$ cat config.mk
export PLATFORM = sky130hd
export DESIGN_NAME = strobe_timer
export DESIGN_NICKNAME = d
export VERILOG_FILES = /design/src/rtl/strobe_timer_pkg.sv /design/src/rtl/strobe_cycle_counter.sv /design/src/rtl/strobe_edge_gen.sv /design/src/rtl/strobe_timer.sv
export SDC_FILE = /design/constraint.sdc
export NUM_CORES = 1
export LEC_CHECK = 0
export ABC_CLOCK_PERIOD_IN_PS = 3550
export BUFFER_PORTS_ARGS = -buffer_cell sky130_fd_sc_hd__buf_4
export CAP_MARGIN = 10
export CORE_MARGIN = 5
export CORE_UTILIZATION = 40
export CTS_BUF_LIST = sky130_fd_sc_hd__clkbuf_8
export DETAILED_ROUTE_END_ITERATION = 6
export PLACE_DENSITY = 0.62
export SLEW_MARGIN = 30
export SYNTH_ARGS = -nofsm -noshare
export SYNTH_HDL_FRONTEND = slang
export SYNTH_SLANG_ARGS = --single-unit
export TNS_END_PERCENT = 30
$ cat constraint.sdc
create_clock -name clk_i -period 3.55 [get_ports clk_i]
set_clock_uncertainty 0.1 [all_clocks]
set_input_delay 0.355 -clock clk_i [delete_from_list [all_inputs] [get_ports clk_i]]
set_output_delay 0.355 -clock clk_i [all_outputs]
set_load 0.01 [all_outputs]
$ cat src/rtl/strobe_timer_pkg.sv
package strobe_timer_pkg;
  parameter int unsigned ON_W  = 4;
  parameter int unsigned OFF_W = 5;

  typedef struct packed {
    logic             we_half;
    logic [OFF_W-1:0] we_off;
    logic [ON_W-1:0]  we_on;
    logic             adv_half;
    logic [OFF_W-1:0] adv_off_wr;
    logic [OFF_W-1:0] adv_off_rd;
    logic [ON_W-1:0]  adv_on;
  } timing_cfg_t;

  localparam int unsigned CFG_W = $bits(timing_cfg_t);

  localparam timing_cfg_t CFG_RST = '{
    we_half:    1'b0,
    we_off:     OFF_W'(16),
    we_on:      ON_W'(0),
    adv_half:   1'b0,
    adv_off_wr: OFF_W'(2),
    adv_off_rd: OFF_W'(2),
    adv_on:     ON_W'(1)
  };
endpackage

$ cat src/rtl/strobe_cycle_counter.sv
module strobe_cycle_counter #(
  parameter int unsigned CNT_W = 5
) (
  input  logic             clk_i,
  input  logic             rst_ni,
  input  logic             start_i,
  input  logic [CNT_W-1:0] last_i,
  output logic [CNT_W-1:0] cnt_nxt_o,
  output logic             go_nxt_o,
  output logic [CNT_W-1:0] cnt_q_o,
  output logic             active_q_o,
  output logic             done_o
);
  logic [CNT_W-1:0] cnt_q;
  logic             active_q;
  logic             at_last;

  assign at_last = active_q && (cnt_q == last_i);

  always_comb begin
    go_nxt_o  = start_i || (active_q && !at_last);
    cnt_nxt_o = start_i ? '0 : cnt_q + CNT_W'(1);
  end

  always_ff @(posedge clk_i or negedge rst_ni) begin
    if (!rst_ni) begin
      cnt_q    <= '0;
      active_q <= 1'b0;
    end else if (start_i) begin
      cnt_q    <= '0;
      active_q <= 1'b1;
    end else if (active_q) begin
      if (at_last) active_q <= 1'b0;
      else         cnt_q    <= cnt_q + CNT_W'(1);
    end
  end

  assign cnt_q_o    = cnt_q;
  assign active_q_o = active_q;
  assign done_o     = at_last;
endmodule

$ cat src/rtl/strobe_edge_gen.sv
module strobe_edge_gen #(
  parameter int unsigned ON_W  = 4,
  parameter int unsigned OFF_W = 5
) (
  input  logic             clk_i,
  input  logic             rst_ni,
  input  logic             go_i,
  input  logic             enable_i,
  input  logic [OFF_W-1:0] cnt_i,
  input  logic [ON_W-1:0]  on_i,
  input  logic [OFF_W-1:0] off_i,
  input  logic             half_i,
  output logic             strobe_no
);
  logic win;
  logic pos_nq;
  logic neg_nq;

  assign win = go_i && enable_i && (OFF_W'(on_i) <= cnt_i) && (cnt_i < off_i);

  always_ff @(posedge clk_i or negedge rst_ni) begin
    if (!rst_ni) pos_nq <= 1'b1;
    else         pos_nq <= ~win;
  end

  // half-period retime: falling edge copy of the rising edge flop
  always_ff @(negedge clk_i or negedge rst_ni) begin
    if (!rst_ni) neg_nq <= 1'b1;
    else         neg_nq <= pos_nq;
  end

  assign strobe_no = half_i ? neg_nq : pos_nq;
endmodule

$ cat src/rtl/strobe_timer.sv
module strobe_timer
  import strobe_timer_pkg::*;
(
  input  logic             clk_i,
  input  logic             rst_ni,
  input  logic             start_i,
  input  logic             write_i,
  input  logic [CFG_W-1:0] cfg_i,
  output logic             adv_no,
  output logic             we_no,
  output logic             done_o
);
  timing_cfg_t      cfg_in;
  timing_cfg_t      cfg_q;
  timing_cfg_t      cfg_eff;
  logic             write_q;
  logic             write_eff;
  logic [OFF_W-1:0] adv_off_eff;
  logic [OFF_W-1:0] last_q;
  logic [OFF_W-1:0] cnt_nxt;
  logic [OFF_W-1:0] cnt_q;
  logic             go_nxt;
  logic             active_q;

  assign cfg_in = timing_cfg_t'(cfg_i);

  always_ff @(posedge clk_i or negedge rst_ni) begin
    if (!rst_ni) begin
      cfg_q   <= CFG_RST;
      write_q <= 1'b0;
    end else if (start_i) begin
      cfg_q   <= cfg_in;
      write_q <= write_i;
    end
  end

  always_comb begin
    cfg_eff     = start_i ? cfg_in : cfg_q;
    write_eff   = start_i ? write_i : write_q;
    adv_off_eff = write_eff ? cfg_eff.adv_off_wr : cfg_eff.adv_off_rd;
    if (!write_q)                            last_q = cfg_q.adv_off_rd;
    else if (cfg_q.adv_off_wr > cfg_q.we_off) last_q = cfg_q.adv_off_wr;
    else                                     last_q = cfg_q.we_off;
  end

  strobe_cycle_counter #(.CNT_W(OFF_W)) u_cnt (
    .clk_i      (clk_i),
    .rst_ni     (rst_ni),
    .start_i    (start_i),
    .last_i     (last_q),
    .cnt_nxt_o  (cnt_nxt),
    .go_nxt_o   (go_nxt),
    .cnt_q_o    (cnt_q),
    .active_q_o (active_q),
    .done_o     (done_o)
  );

  strobe_edge_gen #(.ON_W(ON_W), .OFF_W(OFF_W)) u_adv (
    .clk_i     (clk_i),
    .rst_ni    (rst_ni),
    .go_i      (go_nxt),
    .enable_i  (1'b1),
    .cnt_i     (cnt_nxt),
    .on_i      (cfg_eff.adv_on),
    .off_i     (adv_off_eff),
    .half_i    (cfg_q.adv_half),
    .strobe_no (adv_no)
  );

  strobe_edge_gen #(.ON_W(ON_W), .OFF_W(OFF_W)) u_we (
    .clk_i     (clk_i),
    .rst_ni    (rst_ni),
    .go_i      (go_nxt),
    .enable_i  (write_eff),
    .cnt_i     (cnt_nxt),
    .on_i      (cfg_eff.we_on),
    .off_i     (cfg_eff.we_off),
    .half_i    (cfg_q.we_half),
    .strobe_no (we_no)
  );
endmodule

==> reports/results.txt, run 1 <==
status -> finished clean
setup TNS -> 0 ns
synth top area cells -> dfrtp_1 29%, ha_1 11%, mux2_2 9.3%
DRC errors left -> 0
Pins Over Slew Limit -> 0
Total Routing Usage GR -> 15.3%
layout cell share with drive strength beyond 1 -> 31.8%
register area share after synthesis -> 37.6%
initial DRC count -> 125
Final setup viols -> 0
largest area contributor in the netlist -> dfrtp_1
WHS Endpoint -> cfg_q[24]
max_slew headroom -> 70.1%
Initial Utilization -> 40.9%
clk slew on worst S/H paths -> 0.07 ns
Worst path depth -> 10
core box area -> 5920 µm²
Final #Nets -> 314
depth of the CTS H-tree -> 2
Wirelength per Cell -> 15.9 µm
largest net degree at the start of global routing -> 34
hold_ws -> 0.202 ns
vias in the first global route -> 1923
number of warning messages in the yosys log -> 0
Tcrit/Tclk final -> 93.9%
Leak Pwr -> 1.32 nW
cell family with most CP delay -> simple AND/OR/NAND/NOR gates
Tightest Pin Transition -> 0.447 ns
Power Total -> 1.40 mW
max cap viols -> 0
critical path launch point type -> flip-flop
Synth async-reset ratio -> 100%
Inserted Diodes -> 0
count leader, synth -> dfrtp_1
I/O pin total -> 32
total congestion overflow -> 0
post-route ant nets -> 0
Critical Path RT -> 3.09 ns
DIE AREA -> 7710 µm²
Max stage delay on crit path -> 0.54 ns
insertion delay to the later sink of the worst-skew pair -> 0.29 ns
number of antenna violations at the first check in global routing -> 0
clk root buf -> clkbuf_8
Cell variety after synth -> 48
pwr dens -> 493 nW/µm²
final std cells w/o fill -> 339
Setup CP Type -> flip-flop to primary output
clk buf depth -> 2
critical path arrival -> 2.88 ns
number of synthesized register bits -> 36
Placed Cells incl. Taps -> 329
first-pass iteration count of the detailed router -> 4
Fin. Hold Viols -> 0
end of the worst register-to-register path -> u_cnt.cnt_q_o[4]
EDFF count, synth -> 0
Placer Congestion -> 0.847
vias per cell -> 5.42
Max Freq -> 0.300 GHz
unrepaired setup endpoints after global routing -> false
post-synth top area share -> 28.9%
Worst Reg2Reg Path Length in Cells -> 9
origin of the critical flop-to-flop path -> cfg_q[23]
Worst Hold Path Cells -> 2
Synth Flop Type -> dfrtp_1
syn nets -> 278
Worst Hold Class -> primary input to flip-flop
Hold Crit Start -> cfg_i[24]
via count -> 1839
row count -> 28
Final Core Density -> 47.8%
cell area after synthesis -> 2420 µm²
CTS tree -> built
Reg2Reg Setup Slack -> 0.53 ns
Synth Area per Inst -> 10.7 µm²
Fillers -> 559
CTS Buf Count -> 5
Final Routed Wirelength -> 5390 µm
crit end category -> primary output
P&R area growth vs syn -> 17.0%
IR drop worst, VDD -> 0.000205 V
DP HPWL -> 4220 µm
Die X -> 87.8 µm
first-pass GRT wire length -> 9100 µm
Port-buffer cells -> 31
postcts setup bufs -> 0
top cells by count, synth -> 28 x dfrtp_1, 22 x ha_1, 20 x inv_1, 20 x mux2_2, 13 x o21ai_0
critical path, cell by cell -> inv_1 -> ha_1 -> and4_2 -> a211o_1 -> o221ai_1 -> or3_1 -> nand4_1 -> nor2_1 -> and3_1 -> buf_4
TritonCTS Sinks -> 36
Syn Inst Count -> 227
crit path max-delay cell type -> dfstp_2
Die H -> 87.8 µm
largest fanout on the critical path -> 7
worst path buffer plus inverter count -> 2
crit path time final -> 3.33 ns
routing by layer:
metal,track usage (%),share of wire (%)
met1,20.9,48
met3,3.76,3.7
met5,0,0
met2,23.3,47
met4,6.28,2.1
sequential cells by signal (all words and copies together), names as in the netlist:
signal            count
u_adv.neg_nq          1
u_cnt.cnt_q_o         5
u_we.neg_nq           1
u_cnt.active_q_o      1
write_q               1
u_adv.pos_nq          1
u_we.pos_nq           1
cfg_q                25
cell type report:
| cell class | count | area [µm²] | share of cell area, % |
|---|---|---|---|
| well taps | 75 | 93.8 | 3.31 |
| clock buffers | 5 | 68.8 | 2.43 |
| flip-flops and latches | 36 | 911 | 32.2 |
| repair buffers | 35 | 265 | 9.37 |
| multi-input cells | 164 | 1400 | 49.5 |
| inverters | 19 | 71.3 | 2.52 |
| clock inverters | 5 | 18.8 | 0.663 |
placed cells by master (no fill, tap or decap), types with 2 or more instances in the layout:
cell and count:
or3_1 4, nor3_1 2, inv_1 24, nor2_1 7
and4_4 2, dfstp_2 8, mux2_2 20, nand2_1 7
clkbuf_8 5, nand3_1 7, a311o_1 2, dfrtp_1 28
a21oi_1 6, nor2b_1 6, o21ai_0 12, a211o_1 5
nand2b_1 5, or2_2 4, ha_1 22, mux2i_1 12
nand4_1 3, buf_4 34, xor2_1 3, o221ai_1 5
o21a_1 7
cell families (layout without fill, tap and decap cells):
kind of cell               Yosys count  in the layout  synth area share [%]
muxes                               34             34                  15.5
and+or+nand+nor                     54             54                  12.9
AOI/OAI and AO/OA                   50             50                  16.0
DFF                                 36             36                  37.6
adders and majority gates           22             22                  11.4
xor gates and xnor gates             4              4                  2.22
buffers and inverters               27             64                  4.50
report_power, final:
group          leakage (nW)  switching (mW)  internal (mW)
combinational         0.836           0.292          0.278
sequential            0.419          0.0627          0.488
clock                0.0626           0.141          0.134
total                  1.32           0.496          0.900
worst reg2reg max path: cells and delay by family (launching register included):
family / cells / cell delay, ns
AOI/OAI and AO/OA: 4 / 0.98
and+or+nand+nor: 2 / 0.56
DFF: 1 / 0.54
adders and majority gates: 1 / 0.33
muxes: 1 / 0.33
buffers and inverters: 1 / 0.07
per-stage QoR:
step                      cell area, µm²  setup WS (ns)
after floorplan                     2420          0.671
after global placement              2740          0.573
after detailed placement            2740          0.530
after CTS                           2830          0.212
after global routing                2830       0.000703
final                               2830          0.217
repair_timing:
action,CTS,global route
gates resized for setup,0,2
hold buffers,1,0
endpoints found under the setup margin,0,1
endpoints found under the hold margin,1,0
worst max-delay path by stage:
stage,from,endpoint,slack (ns)
after floorplan,u_adv.neg_nq,adv_no,0.67
after global placement,cfg_q[23],done_o,0.57
after detailed placement,cfg_q[23],done_o,0.53
after CTS,cfg_q[23],done_o,0.21
after global routing,cfg_q[23],done_o,0.0007
final,cfg_q[23],done_o,0.22
Power figures use the tool's default switching activity.
==> run 2: changes to the inputs <==
- SYNTH_HIERARCHICAL: not set -> 1
==> reports/results.txt, run 2 <==
number of antenna violations at the first check in global routing -> 0
vias in the first global route -> 1726
Leak Pwr -> 1.27 nW
EDFF count, synth -> 0
status -> finished clean
CTS Buf Count -> 5
row count -> 28
DIE AREA -> 7510 µm²
Biggest register -> cfg_q
post-route ant nets -> 0
Tightest Pin Transition -> 0.514 ns
Worst Hold Path Cells -> 2
initial DRC count -> 54
crit path time final -> 3.33 ns
clk root buf -> clkbuf_8
unrepaired setup endpoints after global routing -> false
switching pwr -> 0.487 mW
Wirelength per Cell -> 14.3 µm
number of synthesized register bits -> 36
total congestion overflow -> 0
synth top area cells -> dfrtp_1 30%, mux2_2 12%, ha_1 12%
critical path, cell by cell -> inv_1 -> ha_1 -> a21oi_1 -> o221ai_1 -> a21bo_1 -> o221a_1 -> xnor2_1 -> nand4_4 -> nor3b_1 -> buf_4
Final Core Density -> 47.7%
Max stage delay on crit path -> 0.53 ns
count leader, synth -> dfrtp_1
critical path launch point type -> flip-flop
via count -> 1700
Placer Congestion -> 0.819
TritonCTS Sinks -> 36
DRC errors left -> 0
pwr dens -> 513 nW/µm²
Max Freq -> 0.300 GHz
Pins Over Slew Limit -> 0
Synth async-reset ratio -> 100%
top cells by count, synth -> 28 x dfrtp_1, 27 x inv_1, 25 x mux2_2
largest net degree at the start of global routing -> 47
crit path max-delay cell type -> dfstp_2
hold_ws -> 0.199 ns
Worst path depth -> 10
Placed Cells incl. Taps -> 323
Die H -> 86.6 µm
Setup CP Type -> flip-flop to primary output
DP HPWL -> 3600 µm
first-pass GRT wire length -> 8050 µm
Tcrit/Tclk final -> 93.9%
crit end category -> primary output
Port-buffer cells -> 31
depth of the CTS H-tree -> 2
Synth Flop Type -> dfrtp_1
CTS tree -> built
syn nets -> 272
final std cells w/o fill -> 332
most frequent cells in the layout -> 33 x buf_4, 28 x inv_1, 28 x dfrtp_1
Synth Area per Inst -> 10.6 µm²
IR drop worst, VDD -> 0.000180 V
number of flip-flops in the largest register -> 25
max cap viols -> 0
cell area after synthesis -> 2350 µm²
combinational share of power -> 38.5%
first-pass iteration count of the detailed router -> 4
number of warning messages in the yosys log -> 6
largest area contributor in the netlist -> dfrtp_1
Fin. Hold Viols -> 0
core box area -> 5820 µm²
cell family with most CP delay -> compound AO/OA/AOI/OAI gates
max_slew headroom -> 65.7%
Final setup viols -> 0
Fillers -> 579
commonest non-fill, non-tap cell in the layout -> buf_4
setup TNS -> 0 ns
Cell Int Power -> 0.935 mW
Worst Hold Class -> primary input to flip-flop
worst path buffer plus inverter count -> 2
register area share after synthesis -> 38.8%
Die X -> 86.6 µm
Total Routing Usage GR -> 13.8%
Syn Inst Count -> 221
insertion delay to the later sink of the worst-skew pair -> 0.29 ns
layout cell share with drive strength beyond 1 -> 36.2%
Worst Reg2Reg Path Length in Cells -> 10
largest fanout on the critical path -> 8
Cell variety after synth -> 46
Initial Utilization -> 40.4%
clk slew on worst S/H paths -> 0.07 ns
Final #Nets -> 307
I/O pin total -> 32
post-synth top area share -> 29.8%
vias per cell -> 5.12
critical path arrival -> 2.88 ns
area of the multi-input gates -> 1310 µm²
Critical Path RT -> 3.09 ns
clk buf depth -> 2
P&R area growth vs syn -> 18.1%
Clk network pwr share -> 23.1%
switching share of power -> 34.2%
Final Routed Wirelength -> 4740 µm
Inserted Diodes -> 0
Seq pwr share -> 38.4%
Reg area -> 911 µm²
[run 2: cell types whose count changed after synthesis, moves of 4 or more]
cell      before  now
inv_1         20   27
xnor2_1        0    4
nand2b_1       5    1
o221a_1        0    5
a211o_1        5    0
mux2_2        20   25
o21ai_0       13    7
mux2i_1       12    2
o221ai_1       5    1
nand2_1        7   14
o21a_1         7    0
[run 2: logic make-up after synthesis]
group | Yosys count | synth area share (%)
simple gates | 55 | 12.8
buf+inv | 34 | 6.18
mux | 31 | 15.2
xor+xnor | 8 | 4.10
other cells | 1 | 0.160
compound gates | 34 | 11.1
flops | 36 | 38.8
fa+ha+maj | 22 | 11.7
[run 2: timing repair]
item,CTS,global route
buffers inserted,0,0
setup endpoints to repair,0,1
gates resized for setup,0,2
hold endpoints to repair,11,0
hold buffers,1,0
[run 2: final timing paths]
kind	start	end	slack (ns)
worst max-delay path	cfg_q[23]	done_o	0.22
worst min-delay path	cfg_i[24]	cfg_q[24]	0.20
worst max register to register	cfg_q[23]	u_cnt/cnt_q_o[1]	0.54
worst min register to register	cfg_q[16]	cfg_q[16]	0.40
max in group asynchronous	rst_ni	u_adv/neg_nq	0.99
min in group asynchronous	rst_ni	cfg_q[16]	0.37
[run 2: metal layers]
layer	GRT usage, %	vias up	share of wire [%]
li1	-	839	-
met1	17.7	825	46
met2	22.9	30	48
met3	3.14	6	4.5
met4	4.67	0	1.5
met5	0	-	0
[run 2: area by class of cell]
| class | count | share of cell area (%) |
|---|---|---|
| flip-flops and latches | 36 | 32.8 |
| multi-input cells | 151 | 47.1 |
| repair buffers | 34 | 9.29 |
| inverters | 26 | 3.52 |
| well taps | 75 | 3.38 |
| clock buffers | 7 | 3.47 |
| clock inverters | 3 | 0.406 |
[run 2: stage by stage]
step                      setup slack (ns)  area (µm²)  power, mW
final                                0.217        2770       1.42
after global routing                0.0106        2770       1.54
after CTS                            0.174        2760       1.44
after detailed placement             0.557        2650       1.11
after global placement               0.595        2650       1.09
after floorplan                      0.671        2350      0.966
[run 2: power by group through the flow]
stage | combinational, mW | sequential (mW) | clock [mW]
after floorplan | 0.437 | 0.522 | 0.00705
after global placement | 0.533 | 0.553 | 0.00705
after detailed placement | 0.544 | 0.554 | 0.00705
after CTS | 0.548 | 0.547 | 0.342
after global routing | 0.621 | 0.559 | 0.356
final | 0.547 | 0.547 | 0.329
==> run 3: changes to the inputs <==
- ABC_CLOCK_PERIOD_IN_PS: 3550 -> 3300
- PLACE_DENSITY: 0.62 -> not set
- PLACE_DENSITY_LB_ADDON: not set -> 0.08
- clock period: 3.55 -> 3.3 ns (I/O delays scaled with it)
==> reports/results.txt, run 3 (synthesis results as in run 2) <==
status -> finished clean
first-pass iteration count of the detailed router -> 4
wire length on met1 -> 2330 µm
dpl ws -> 0.304 ns
Initial Utilization -> 40.4%
Final #Nets -> 311
depth of the CTS H-tree -> 2
Critical Path RT -> 2.87 ns
Pins Over Slew Limit -> 0
Die H -> 86.6 µm
max_slew headroom -> 67.8%
first-pass GRT wire length -> 8350 µm
routed wl met3 -> 168 µm
DP HPWL -> 3740 µm
vias per cell -> 5.05
Biggest register -> cfg_q
largest net degree at the start of global routing -> 27
hold_ws -> 0.176 ns
max cap viols -> 0
post-route ant nets -> 0
P&R area growth vs syn -> 20.9%
Inserted Diodes -> 0
unrepaired setup endpoints after global routing -> false
DRC errors left -> 0
switching share of power -> 34.0%
DR top layer -> met4
Seq pwr share -> 36.9%
Cell Int Power -> 1.06 mW
Total Routing Usage GR -> 14.3%
clk slew on worst S/H paths -> 0.08 ns
largest fanout on the critical path -> 5
met2 WL -> 2390 µm
Worst Hold Class -> primary input to flip-flop
critical path arrival -> 2.76 ns
IR drop worst, VDD -> 0.000251 V
Max Freq -> 0.314 GHz
number of flip-flops in the largest register -> 25
insertion delay to the later sink of the worst-skew pair -> 0.28 ns
layout cell share with drive strength beyond 1 -> 39.1%
Fin. Hold Viols -> 0
total congestion overflow -> 0
Setup CP Type -> flip-flop to primary output
commonest non-fill, non-tap cell in the layout -> buf_4
row count -> 28
Final Core Density -> 48.9%
initial DRC count -> 49
Wirelength per Cell -> 14.6 µm
Placer Congestion -> 0.769
crit end category -> primary output
clk root buf -> clkbuf_8
Tightest Pin Transition -> 0.473 ns
via count -> 1698
Final setup viols -> 0
CTS Buf Count -> 5
crit path time final -> 3.19 ns
Final WS setup -> 0.112 ns
Final Routed Wirelength -> 4920 µm
CTS tree -> built
clk buf depth -> 2
Die X -> 86.6 µm
most frequent cells in the layout -> 37 x buf_4, 28 x inv_1, 28 x dfrtp_1
Leak Pwr -> 1.30 nW
setup TNS -> 0 ns
switching pwr -> 0.548 mW
I/O pin total -> 32
Power Total -> 1.61 mW
DIE AREA -> 7510 µm²
number of antenna violations at the first check in global routing -> 0
Port-buffer cells -> 31
Clk network pwr share -> 24.4%
TritonCTS Sinks -> 36
vias in the first global route -> 1720
pwr dens -> 567 nW/µm²
Tcrit/Tclk final -> 96.6%
critical path launch point type -> flip-flop
combinational share of power -> 38.8%
core box area -> 5820 µm²
[run 3: what timing repair did]
action / CTS / global route
hold buffers: 1 / 0
buffers inserted: 0 / 3
pin swaps: 0 / 5
hold endpoints to repair: 9 / 0
resized for setup: 2 / 5
setup endpoints to repair: 1 / 1
[run 3: final timing paths]
path	cells after the start	slack, ns	start	to
hold reg to reg	1	0.40	cfg_q[1]	cfg_q[1]
hold / removal	2	0.18	cfg_i[14]	cfg_q[14]
max in group asynchronous	2	0.91	rst_ni	u_we/neg_nq
min in group asynchronous	2	0.34	rst_ni	cfg_q[7]
setup reg to reg	12	0.19	cfg_q[23]	u_cnt/cnt_q_o[4]
setup / recovery	10	0.11	cfg_q[23]	done_o
[run 3: area by class of cell]
type	instances	area (µm²)
Clock inverter	5	50.0
Fill cell	583	2970
Inverter	26	97.6
Multi-Input combinational cell	151	1330
Clock buffer	5	68.8
Sequential cell	36	911
Tap cell	75	93.8
Timing Repair Buffer	38	288
[run 3: metrics by stage]
step | instances | cell area (µm²)
final | 336 | 2840
after global routing | 336 | 2840
after CTS | 333 | 2790
after detailed placement | 324 | 2660
after global placement | 324 | 2660
after floorplan | 221 | 2350
[run 3: power groups by stage]
stage               sequential [mW]  combinational [mW]  clock (mW)
floorplan                     0.561               0.470     0.00758
global placement              0.600               0.579     0.00758
detailed placement            0.600               0.588     0.00758
CTS                           0.593               0.604       0.410
global route                  0.606               0.704       0.429
finish                        0.594               0.625       0.393
[run 3: metal layers]
layer	global-route usage, %	vias to the layer above
met5	0	-
met4	3.82	0
met3	3.14	2
met2	23.6	33
met1	19.0	814
li1	-	849
[run 3: critical path: stages, from the launching register on]
cell	delay, ns
dfstp_2	0.53
inv_1	0.05
ha_1	0.31
nand4_1	0.13
or2_1	0.26
a21bo_2	0.26
o221a_1	0.27
xor2_2	0.21
buf_4	0.17
nor3b_2	0.16
buf_4	0.14
